### config.mk
export PLATFORM = sky130hd
export DESIGN_NAME = hlb_bridge
export DESIGN_NICKNAME = d
export VERILOG_FILES = /design/src/rtl/hlb_pkg.sv /design/src/rtl/hlb_fifo.sv /design/src/rtl/hlb_tx_ser.sv /design/src/rtl/hlb_rx_asm.sv /design/src/rtl/hlb_bridge.sv
export SDC_FILE = /design/constraint.sdc
export NUM_CORES = 1
export LEC_CHECK = 0
export BUFFER_PORTS_ARGS = -buffer_cell sky130_fd_sc_hd__buf_2
export CAP_MARGIN = 40
export CORE_AREA = 2 2 203 205
export CTS_BUF_LIST = sky130_fd_sc_hd__clkbuf_2 sky130_fd_sc_hd__clkbuf_4 sky130_fd_sc_hd__clkbuf_8
export DETAILED_ROUTE_END_ITERATION = 6
export DIE_AREA = 0 0 205 207
export PLACE_DENSITY_LB_ADDON = 0.15
export SLEW_MARGIN = 10
export SYNTH_ARGS = -nofsm -noshare
export SYNTH_HDL_FRONTEND = slang
export SYNTH_SLANG_ARGS = --single-unit
### constraint.sdc
create_clock -name clk -period 8 [get_ports clk]
set_clock_uncertainty 0.2 [all_clocks]
set_input_delay 1.6 -clock clk [delete_from_list [all_inputs] [get_ports clk]]
set_output_delay 1.6 -clock clk [all_outputs]
set_load 0.005 [all_outputs]
### src/rtl/hlb_pkg.sv
package hlb_pkg;
    localparam int WORD_W = 32;
    localparam int BYTE_W = 8;
    localparam int BYTES_PER_WORD = WORD_W / BYTE_W;
    localparam int NUM_CH = 2;
    localparam int ADDR_W = 8;

    localparam logic [ADDR_W-1:0] OFS_DATA_LO = 8'h80;
    localparam logic [ADDR_W-1:0] OFS_DATA_HI = 8'h84;
    localparam logic [ADDR_W-1:0] OFS_CTRL    = 8'h88;
    localparam logic [ADDR_W-1:0] OFS_GEN     = 8'h90;
    localparam logic [ADDR_W-1:0] OFS_RXSTAT  = 8'h94;
    localparam logic [ADDR_W-1:0] OFS_TXSTAT  = 8'h98;

    typedef enum logic {DIR_TX = 1'b0, DIR_RX = 1'b1} dir_e;
    typedef enum logic [1:0] {HS_IDLE = 2'd0, HS_WAIT_HI = 2'd1, HS_WAIT_LO = 2'd2} hs_e;

    typedef struct packed {
        logic [13:0] rsv;
        logic        full;
        logic        empty;
        logic [15:0] count;
    } fifo_stat_t;

    typedef struct packed {
        logic [26:0] rsv;
        logic        staged;
        logic        rx_dir;
        logic        chan;
        logic        underflow;
        logic        overflow;
    } gen_stat_t;

    function automatic fifo_stat_t make_fifo_stat(input logic [15:0] cnt,
                                                  input logic full,
                                                  input logic empty);
        fifo_stat_t s;
        s.rsv   = '0;
        s.full  = full;
        s.empty = empty;
        s.count = cnt;
        return s;
    endfunction
endpackage

### src/rtl/hlb_fifo.sv
module hlb_fifo #(
    parameter int W = 32,
    parameter int DEPTH = 4,
    localparam int PTR_W = (DEPTH > 1) ? $clog2(DEPTH) : 1,
    localparam int CNT_W = $clog2(DEPTH + 1)
) (
    input  logic             clk,
    input  logic             rst,
    input  logic             push,
    input  logic [W-1:0]     din,
    input  logic             pop,
    output logic [W-1:0]     dout,
    output logic [CNT_W-1:0] count,
    output logic             full,
    output logic             empty
);
    logic [W-1:0]     mem [DEPTH];
    logic [PTR_W-1:0] wptr, rptr;
    logic [CNT_W-1:0] cnt_q;
    logic             do_push, do_pop;

    assign full    = (cnt_q == CNT_W'(DEPTH));
    assign empty   = (cnt_q == '0);
    assign do_push = push && !full;
    assign do_pop  = pop && !empty;
    assign dout    = mem[rptr];
    assign count   = cnt_q;

    function automatic logic [PTR_W-1:0] bump(input logic [PTR_W-1:0] p);
        return (p == PTR_W'(DEPTH - 1)) ? '0 : p + 1'b1;
    endfunction

    always_ff @(posedge clk) begin
        if (do_push) mem[wptr] <= din;
    end

    always_ff @(posedge clk) begin
        if (rst) begin
            wptr  <= '0;
            rptr  <= '0;
            cnt_q <= '0;
        end else begin
            if (do_push) wptr <= bump(wptr);
            if (do_pop)  rptr <= bump(rptr);
            case ({do_push, do_pop})
                2'b10:   cnt_q <= cnt_q + 1'b1;
                2'b01:   cnt_q <= cnt_q - 1'b1;
                default: cnt_q <= cnt_q;
            endcase
        end
    end
endmodule

### src/rtl/hlb_tx_ser.sv
module hlb_tx_ser
    import hlb_pkg::*;
(
    input  logic              clk,
    input  logic              rst,
    input  logic              flush,
    input  logic              enable,
    input  logic              word_valid,
    input  logic [WORD_W-1:0] word,
    output logic              word_pop,
    output logic [BYTE_W-1:0] byte_out,
    output logic              req_o,
    input  logic              ack_i,
    output logic              busy
);
    localparam int IDX_W = $clog2(BYTES_PER_WORD);
    localparam logic [IDX_W-1:0] LAST = IDX_W'(BYTES_PER_WORD - 1);

    hs_e             st;
    logic [IDX_W-1:0] idx;

    always_ff @(posedge clk) begin
        if (rst || flush) begin
            st  <= HS_IDLE;
            idx <= '0;
        end else begin
            case (st)
                HS_IDLE:    if (enable && word_valid) st <= HS_WAIT_HI;
                HS_WAIT_HI: if (ack_i) st <= HS_WAIT_LO;
                HS_WAIT_LO: if (!ack_i) begin
                    st  <= HS_IDLE;
                    idx <= idx + 1'b1;
                end
                default:    st <= HS_IDLE;
            endcase
        end
    end

    assign req_o    = (st == HS_WAIT_HI);
    assign word_pop = (st == HS_WAIT_LO) && !ack_i && (idx == LAST) && !flush;
    assign byte_out = word[BYTE_W*idx +: BYTE_W];
    assign busy     = (st != HS_IDLE) || (idx != '0);
endmodule

### src/rtl/hlb_rx_asm.sv
module hlb_rx_asm
    import hlb_pkg::*;
(
    input  logic              clk,
    input  logic              rst,
    input  logic              flush,
    input  logic              enable,
    input  logic              req_i,
    input  logic [BYTE_W-1:0] din,
    output logic              ack_o,
    input  logic              space,
    output logic              word_push,
    output logic [WORD_W-1:0] word,
    output logic              busy
);
    localparam int IDX_W = $clog2(BYTES_PER_WORD);
    localparam logic [IDX_W-1:0] LAST = IDX_W'(BYTES_PER_WORD - 1);

    hs_e                      st;
    logic [IDX_W-1:0]         idx;
    logic [WORD_W-BYTE_W-1:0] asm_q;
    logic                     take;

    assign take = enable && (st == HS_IDLE) && req_i && ((idx != LAST) || space);

    always_ff @(posedge clk) begin
        if (rst || flush) begin
            st    <= HS_IDLE;
            idx   <= '0;
            asm_q <= '0;
        end else begin
            case (st)
                HS_IDLE: if (take) begin
                    for (int i = 0; i < BYTES_PER_WORD - 1; i++) begin
                        if (idx == IDX_W'(i)) asm_q[BYTE_W*i +: BYTE_W] <= din;
                    end
                    idx <= idx + 1'b1;
                    st  <= HS_WAIT_LO;
                end
                HS_WAIT_LO: if (!req_i) st <= HS_IDLE;
                default:    st <= HS_IDLE;
            endcase
        end
    end

    assign ack_o     = (st == HS_WAIT_LO);
    assign word_push = take && (idx == LAST) && !flush;
    assign word      = {din, asm_q};
    assign busy      = (st != HS_IDLE) || (idx != '0);
endmodule

### src/rtl/hlb_bridge.sv
module hlb_bridge
    import hlb_pkg::*;
#(
    parameter int DEPTH = 8
) (
    input  logic                     clk,
    input  logic                     rst,
    input  logic                     host_wr,
    input  logic                     host_rd,
    input  logic [7:0]               host_addr,
    input  logic                     host_size,
    input  logic [31:0]              host_wdata,
    output logic [31:0]              host_rdata,
    output logic [15:0]              lnk_dout,
    output logic [1:0]               lnk_doe,
    input  logic [15:0]              lnk_din,
    output logic [1:0]               lnk_req_o,
    input  logic [1:0]               lnk_ack_i,
    input  logic [1:0]               lnk_req_i,
    output logic [1:0]               lnk_ack_o
);
    localparam int CNT_W = $clog2(DEPTH + 1);
    localparam int HALF_W = WORD_W / 2;

    // Control and status state
    logic              sel_q;
    dir_e              dir_q;
    logic [HALF_W-1:0] stage_q;
    logic              staged_q, ovf_q, unf_q;

    // Host decode
    logic is_data, wr32, wr_hi16, wr_lo16, ctrl_wr, chan_change;
    logic tx_push, rx_pop, data_rd;
    logic [WORD_W-1:0] tx_din;

    // FIFO and link-engine wires
    logic [WORD_W-1:0] tx_head, rx_head, rx_word;
    logic [CNT_W-1:0]  tx_count, rx_count;
    logic              tx_full, tx_empty, rx_full, rx_empty;
    logic              tx_pop, rx_push, tx_req, rx_ack, tx_busy, rx_busy;
    logic [BYTE_W-1:0] tx_byte, sel_din;
    logic              sel_ack_i, sel_req_i;

    assign is_data     = (host_addr == OFS_DATA_LO) || (host_addr == OFS_DATA_HI);
    assign wr32        = host_wr && is_data && !host_size;
    assign wr_hi16     = host_wr && (host_addr == OFS_DATA_HI) && host_size;
    assign wr_lo16     = host_wr && (host_addr == OFS_DATA_LO) && host_size;
    assign ctrl_wr     = host_wr && (host_addr == OFS_CTRL);
    assign chan_change = ctrl_wr && (host_wdata[0] != sel_q);
    assign tx_push     = wr32 || wr_lo16;
    assign tx_din      = wr32 ? host_wdata : {stage_q, host_wdata[HALF_W-1:0]};
    assign data_rd     = host_rd && is_data;
    assign rx_pop      = data_rd && !(host_size && (host_addr == OFS_DATA_HI));

    always_ff @(posedge clk) begin
        if (rst) begin
            sel_q    <= 1'b0;
            dir_q    <= DIR_TX;
            stage_q  <= '0;
            staged_q <= 1'b0;
            ovf_q    <= 1'b0;
            unf_q    <= 1'b0;
        end else begin
            if (ctrl_wr) sel_q <= host_wdata[0];
            if (wr_hi16) begin
                stage_q  <= host_wdata[HALF_W-1:0];
                staged_q <= 1'b1;
            end else if (wr_lo16) begin
                staged_q <= 1'b0;
            end
            if (tx_push && tx_full) ovf_q <= 1'b1;
            if (data_rd && rx_empty) unf_q <= 1'b1;
            if (chan_change)
                dir_q <= DIR_TX;
            else if (dir_q == DIR_TX && !tx_busy && tx_empty && sel_req_i)
                dir_q <= DIR_RX;
            else if (dir_q == DIR_RX && !rx_busy && !tx_empty && !sel_req_i)
                dir_q <= DIR_TX;
        end
    end

    hlb_fifo #(.W(WORD_W), .DEPTH(DEPTH)) u_tx_fifo (
        .clk(clk), .rst(rst), .push(tx_push), .din(tx_din), .pop(tx_pop),
        .dout(tx_head), .count(tx_count), .full(tx_full), .empty(tx_empty)
    );

    hlb_fifo #(.W(WORD_W), .DEPTH(DEPTH)) u_rx_fifo (
        .clk(clk), .rst(rst), .push(rx_push), .din(rx_word), .pop(rx_pop),
        .dout(rx_head), .count(rx_count), .full(rx_full), .empty(rx_empty)
    );

    hlb_tx_ser u_tx (
        .clk(clk), .rst(rst), .flush(chan_change), .enable(dir_q == DIR_TX),
        .word_valid(!tx_empty), .word(tx_head), .word_pop(tx_pop),
        .byte_out(tx_byte), .req_o(tx_req), .ack_i(sel_ack_i), .busy(tx_busy)
    );

    hlb_rx_asm u_rx (
        .clk(clk), .rst(rst), .flush(chan_change), .enable(dir_q == DIR_RX),
        .req_i(sel_req_i), .din(sel_din), .ack_o(rx_ack), .space(!rx_full),
        .word_push(rx_push), .word(rx_word), .busy(rx_busy)
    );

    // Channel routing
    assign sel_ack_i = lnk_ack_i[sel_q];
    assign sel_req_i = lnk_req_i[sel_q];
    assign sel_din   = lnk_din[BYTE_W*sel_q +: BYTE_W];

    for (genvar c = 0; c < NUM_CH; c++) begin : g_ch
        logic is_sel;
        assign is_sel = (sel_q == 1'(c));
        assign lnk_dout[BYTE_W*c +: BYTE_W] = is_sel ? tx_byte : '0;
        assign lnk_doe[c]   = is_sel && (dir_q == DIR_TX);
        assign lnk_req_o[c] = is_sel && tx_req;
        assign lnk_ack_o[c] = is_sel && rx_ack;
    end

    // Read mux
    gen_stat_t gen_s;
    assign gen_s = '{rsv: '0, staged: staged_q, rx_dir: (dir_q == DIR_RX),
                     chan: sel_q, underflow: unf_q, overflow: ovf_q};

    always_comb begin
        host_rdata = '0;
        case (host_addr)
            OFS_DATA_LO, OFS_DATA_HI: begin
                if (rx_empty)
                    host_rdata = '0;
                else if (!host_size)
                    host_rdata = rx_head;
                else if (host_addr == OFS_DATA_HI)
                    host_rdata = {{HALF_W{1'b0}}, rx_head[WORD_W-1:HALF_W]};
                else
                    host_rdata = {{HALF_W{1'b0}}, rx_head[HALF_W-1:0]};
            end
            OFS_CTRL:   host_rdata = {31'b0, sel_q};
            OFS_GEN:    host_rdata = gen_s;
            OFS_RXSTAT: host_rdata = make_fifo_stat(16'(rx_count), rx_full, rx_empty);
            OFS_TXSTAT: host_rdata = make_fifo_stat(16'(tx_count), tx_full, tx_empty);
            default:    host_rdata = '0;
        endcase
    end
endmodule

==> flow_summary.yaml <==
placement:
  dp.cells: 2029
  place_hpwl_mm: 30.17
  portBuffers: 118
  routabilityCongestion: 0.8636
  dp_slack_ns: 2.474
clocking:
  cts_root_buffer: "clkbuf_8"
  cts_resized: 0
  clkSlewWorstSetupHoldPaths_ns: 0.06
  clock_latency_ns: 0.64
  holdBufCountCts: 0
  clockBufferDepth: 3
  cts_htree_levels: 3
  cts_tree: "yes"
  cts_num_sinks: 590
  cts_buffers: 92
  post_cts_buffers: 0
global_route:
  grt_pass1_vias: 13260
  gr-usage-all-layers_pct: 25.38
  overflow: 0
  antenna_found_initial: 6
  grt_first_pass_wirelength_mm: 79.60
  grt_max_degree: 129
route:
  wire_per_inst_um: 24.06
  dr.pass1.iters: 7
  ant_nets: 0
  totalWireLength_mm: 53.08
  drt_iter0_drc: 928
  vias: 13100
  wl_met1_mm: 20.81
  drc_errors: 0
  top_layer_used: "met5"
  routed_via_density: 5.939
  wl_met2_mm: 27.33
  dr_wl_met3_mm: 3.165
yosys:
  synth_cell_types: 56
  synth_nets: 1510
  yosys.area.top_type: "edfxtp_1"
  ys_warn_count: 0
  netlist_area_mm2: 0.02393
  synth-edff-count: 512
  synth_common_cells: "512 x edfxtp_1, 169 x mux2i_1, 78 x dfxtp_1, 72 x nor2_1, 67 x a21oi_1"
  synth.avg_cell_area_um2: 16.80
  syn_inst: 1425
  netlist.area_leader.share_pct: 64.24
  yosysSeqAreaShare_pct: 70.76
  yosysMostFrequentCell: "edfxtp_1"
  yosys-top-cells-area: "edfxtp_1 64%, mux2i_1 7.1%, dfxtp_1 6.5%"
  synthArstFlopShare_pct: 0
  ys_seq_elements: 590
  synth_ff_type: "edfxtp_1"
timing:
  setup_ws_ns: 2.458
  hold_viol: 0
  slew_violations: 0
  slew-limit-headroom_pct: 33.37
  grt_setup_unrepaired: "false"
  fmax_mhz: 180.4
  fin_tns_setup_ns: 0
  layout_worst_path_cycle_share_pct: 69.27
  setup_viol: 0
  tightest_slew_ns: 0.9994
  fin_crit_ns: 5.542
worst_setup_path:
  worst_setup_path_end_kind: "output pin"
  worst_ep_required_time_ns: 6.20
  arrival_ns: 3.74
  crit_type: "in2out"
  cp-start-kind: "input port"
  worst-path-max-fanout: 17
final_layout:
  utilization_pct: 66.98
  area_growth_pct: 12.97
  fin_cells: 2206
  nets: 1676
  drive_gt1_share_pct: 25.58
status:
  status: "finished clean"
power_and_ir_drop:
  power_per_cell_area_mw_per_mm2: 217.7
  p_leak_uw: 0.009056
  peakVddDrop_mv: 0.1451
die:
  ios: 119
  die_w_um: 205
  core_region_area_mm2: 0.04037
  rows: 74
  dieArea_mm2: 0.04244
  die_h_um: 207
  start_util_pct: 59.29
run:
  max-cap-violations: 0
hold_path:
  hp-class: "reg2reg"
## sequential cells by signal (all words and copies together), names as in the netlist, 2 cells and up, named ones only
register,count
stage_q,16
u_rx.asm_q,24
u_rx.idx,2
u_rx_fifo.count,4
u_rx_fifo.mem,256
u_rx_fifo.rptr,3
u_rx_fifo.wptr,3
u_tx.idx,2
u_tx.st,2
u_tx_fifo.count,4
u_tx_fifo.mem,256
u_tx_fifo.rptr,3
u_tx_fifo.wptr,3
## layout by cell type, fill, tap and decap left out, drive strengths merged, types with 3 or more instances in the layout
cell type and n:
edfxtp 512, mux2i 169, buf 154, clkbuf 134, dfxtp 78, nor2 73
a21oi 67, a22oi 65, mux4 64, nand2 57, a211oi 48, clkinv 32
nor2b 30, ha 20, mux2 19, inv 18, and2 15, nor3 15
o21ai 12, nor4 12, or3 7, nor3b 7, xor2 6, diode 5
xnor2 5, nand3b 5, nand2b 5, a32oi 3, o22ai 3, a22o 3
and3b 3, a31oi 3, clkinvlp 3, nor4b 3, or2 3
## cell families after synthesis
group | synth area share (%)
AOI/OAI and AO/OA | 5.824
xor gates and xnor gates | 0.4025
adders and majority gates | 1.046
buffers and inverters | 2.175
DFF | 70.76
muxes | 14.14
and+or+nand+nor | 5.651
## final timing paths
kind	from	endpoint	cells past startpoint	slack, ns
max	host_addr[6]	host_rdata[17]	7	2.46
min	stage_q[9]	stage_q[9]	2	0.26
max reg2reg	g_ch[1].is_sel	u_tx_fifo.count[3]	10	4.30
min reg2reg	stage_q[9]	stage_q[9]	2	0.26
## metrics by stage
| step | hold WS [ns] | area (um2) | power [uW] |
|---|---|---|---|
| 6_report | 0.2613 | 27040 | 5886 |
| 5_1_grt | 0.2935 | 27030 | 6064 |
| 4_1_cts | 0.2570 | 27030 | 5932 |
| 3_5_place_dp | 0.2494 | 25190 | 3478 |
| 3_3_place_gp | 0.2411 | 25090 | 3472 |
| 2_1_floorplan | 0.2329 | 23930 | 3434 |
## final cells by class
cell class,count,area [um2]
repair buffers,154,928.4
well taps,532,665.6
clock inverters,38,202.7
clock buffers,134,1638
flip-flops and latches,590,16950
multi-input cells,737,6584
inverters,16,60.06
diodes,5,12.51
fillers,2774,13330
## layer usage
layer  GRT usage, %  up-vias
met3          4.279      107
met1          32.66     6562
li1               -     5962
met5              0        -
met4          10.39        4
met2          43.01      466
## power breakdown
group	leakage [uW]	switching (uW)	internal (uW)	total, uW
clock network	0.000975	1120	1350	2470
logic	0.00260	49.6	26.4	76.0
registers	0.00548	11.4	3330	3340
total	0.00906	1180	4700	5890
## worst max-delay path, cell delays in order
cell     delay [ns]
buf_2          0.12
or4b_4         0.61
nor2_4         0.21
nand2_4        0.20
or2_1          0.61
o22ai_1        0.24
buf_2          0.15
Power figures use the tool's default switching activity.
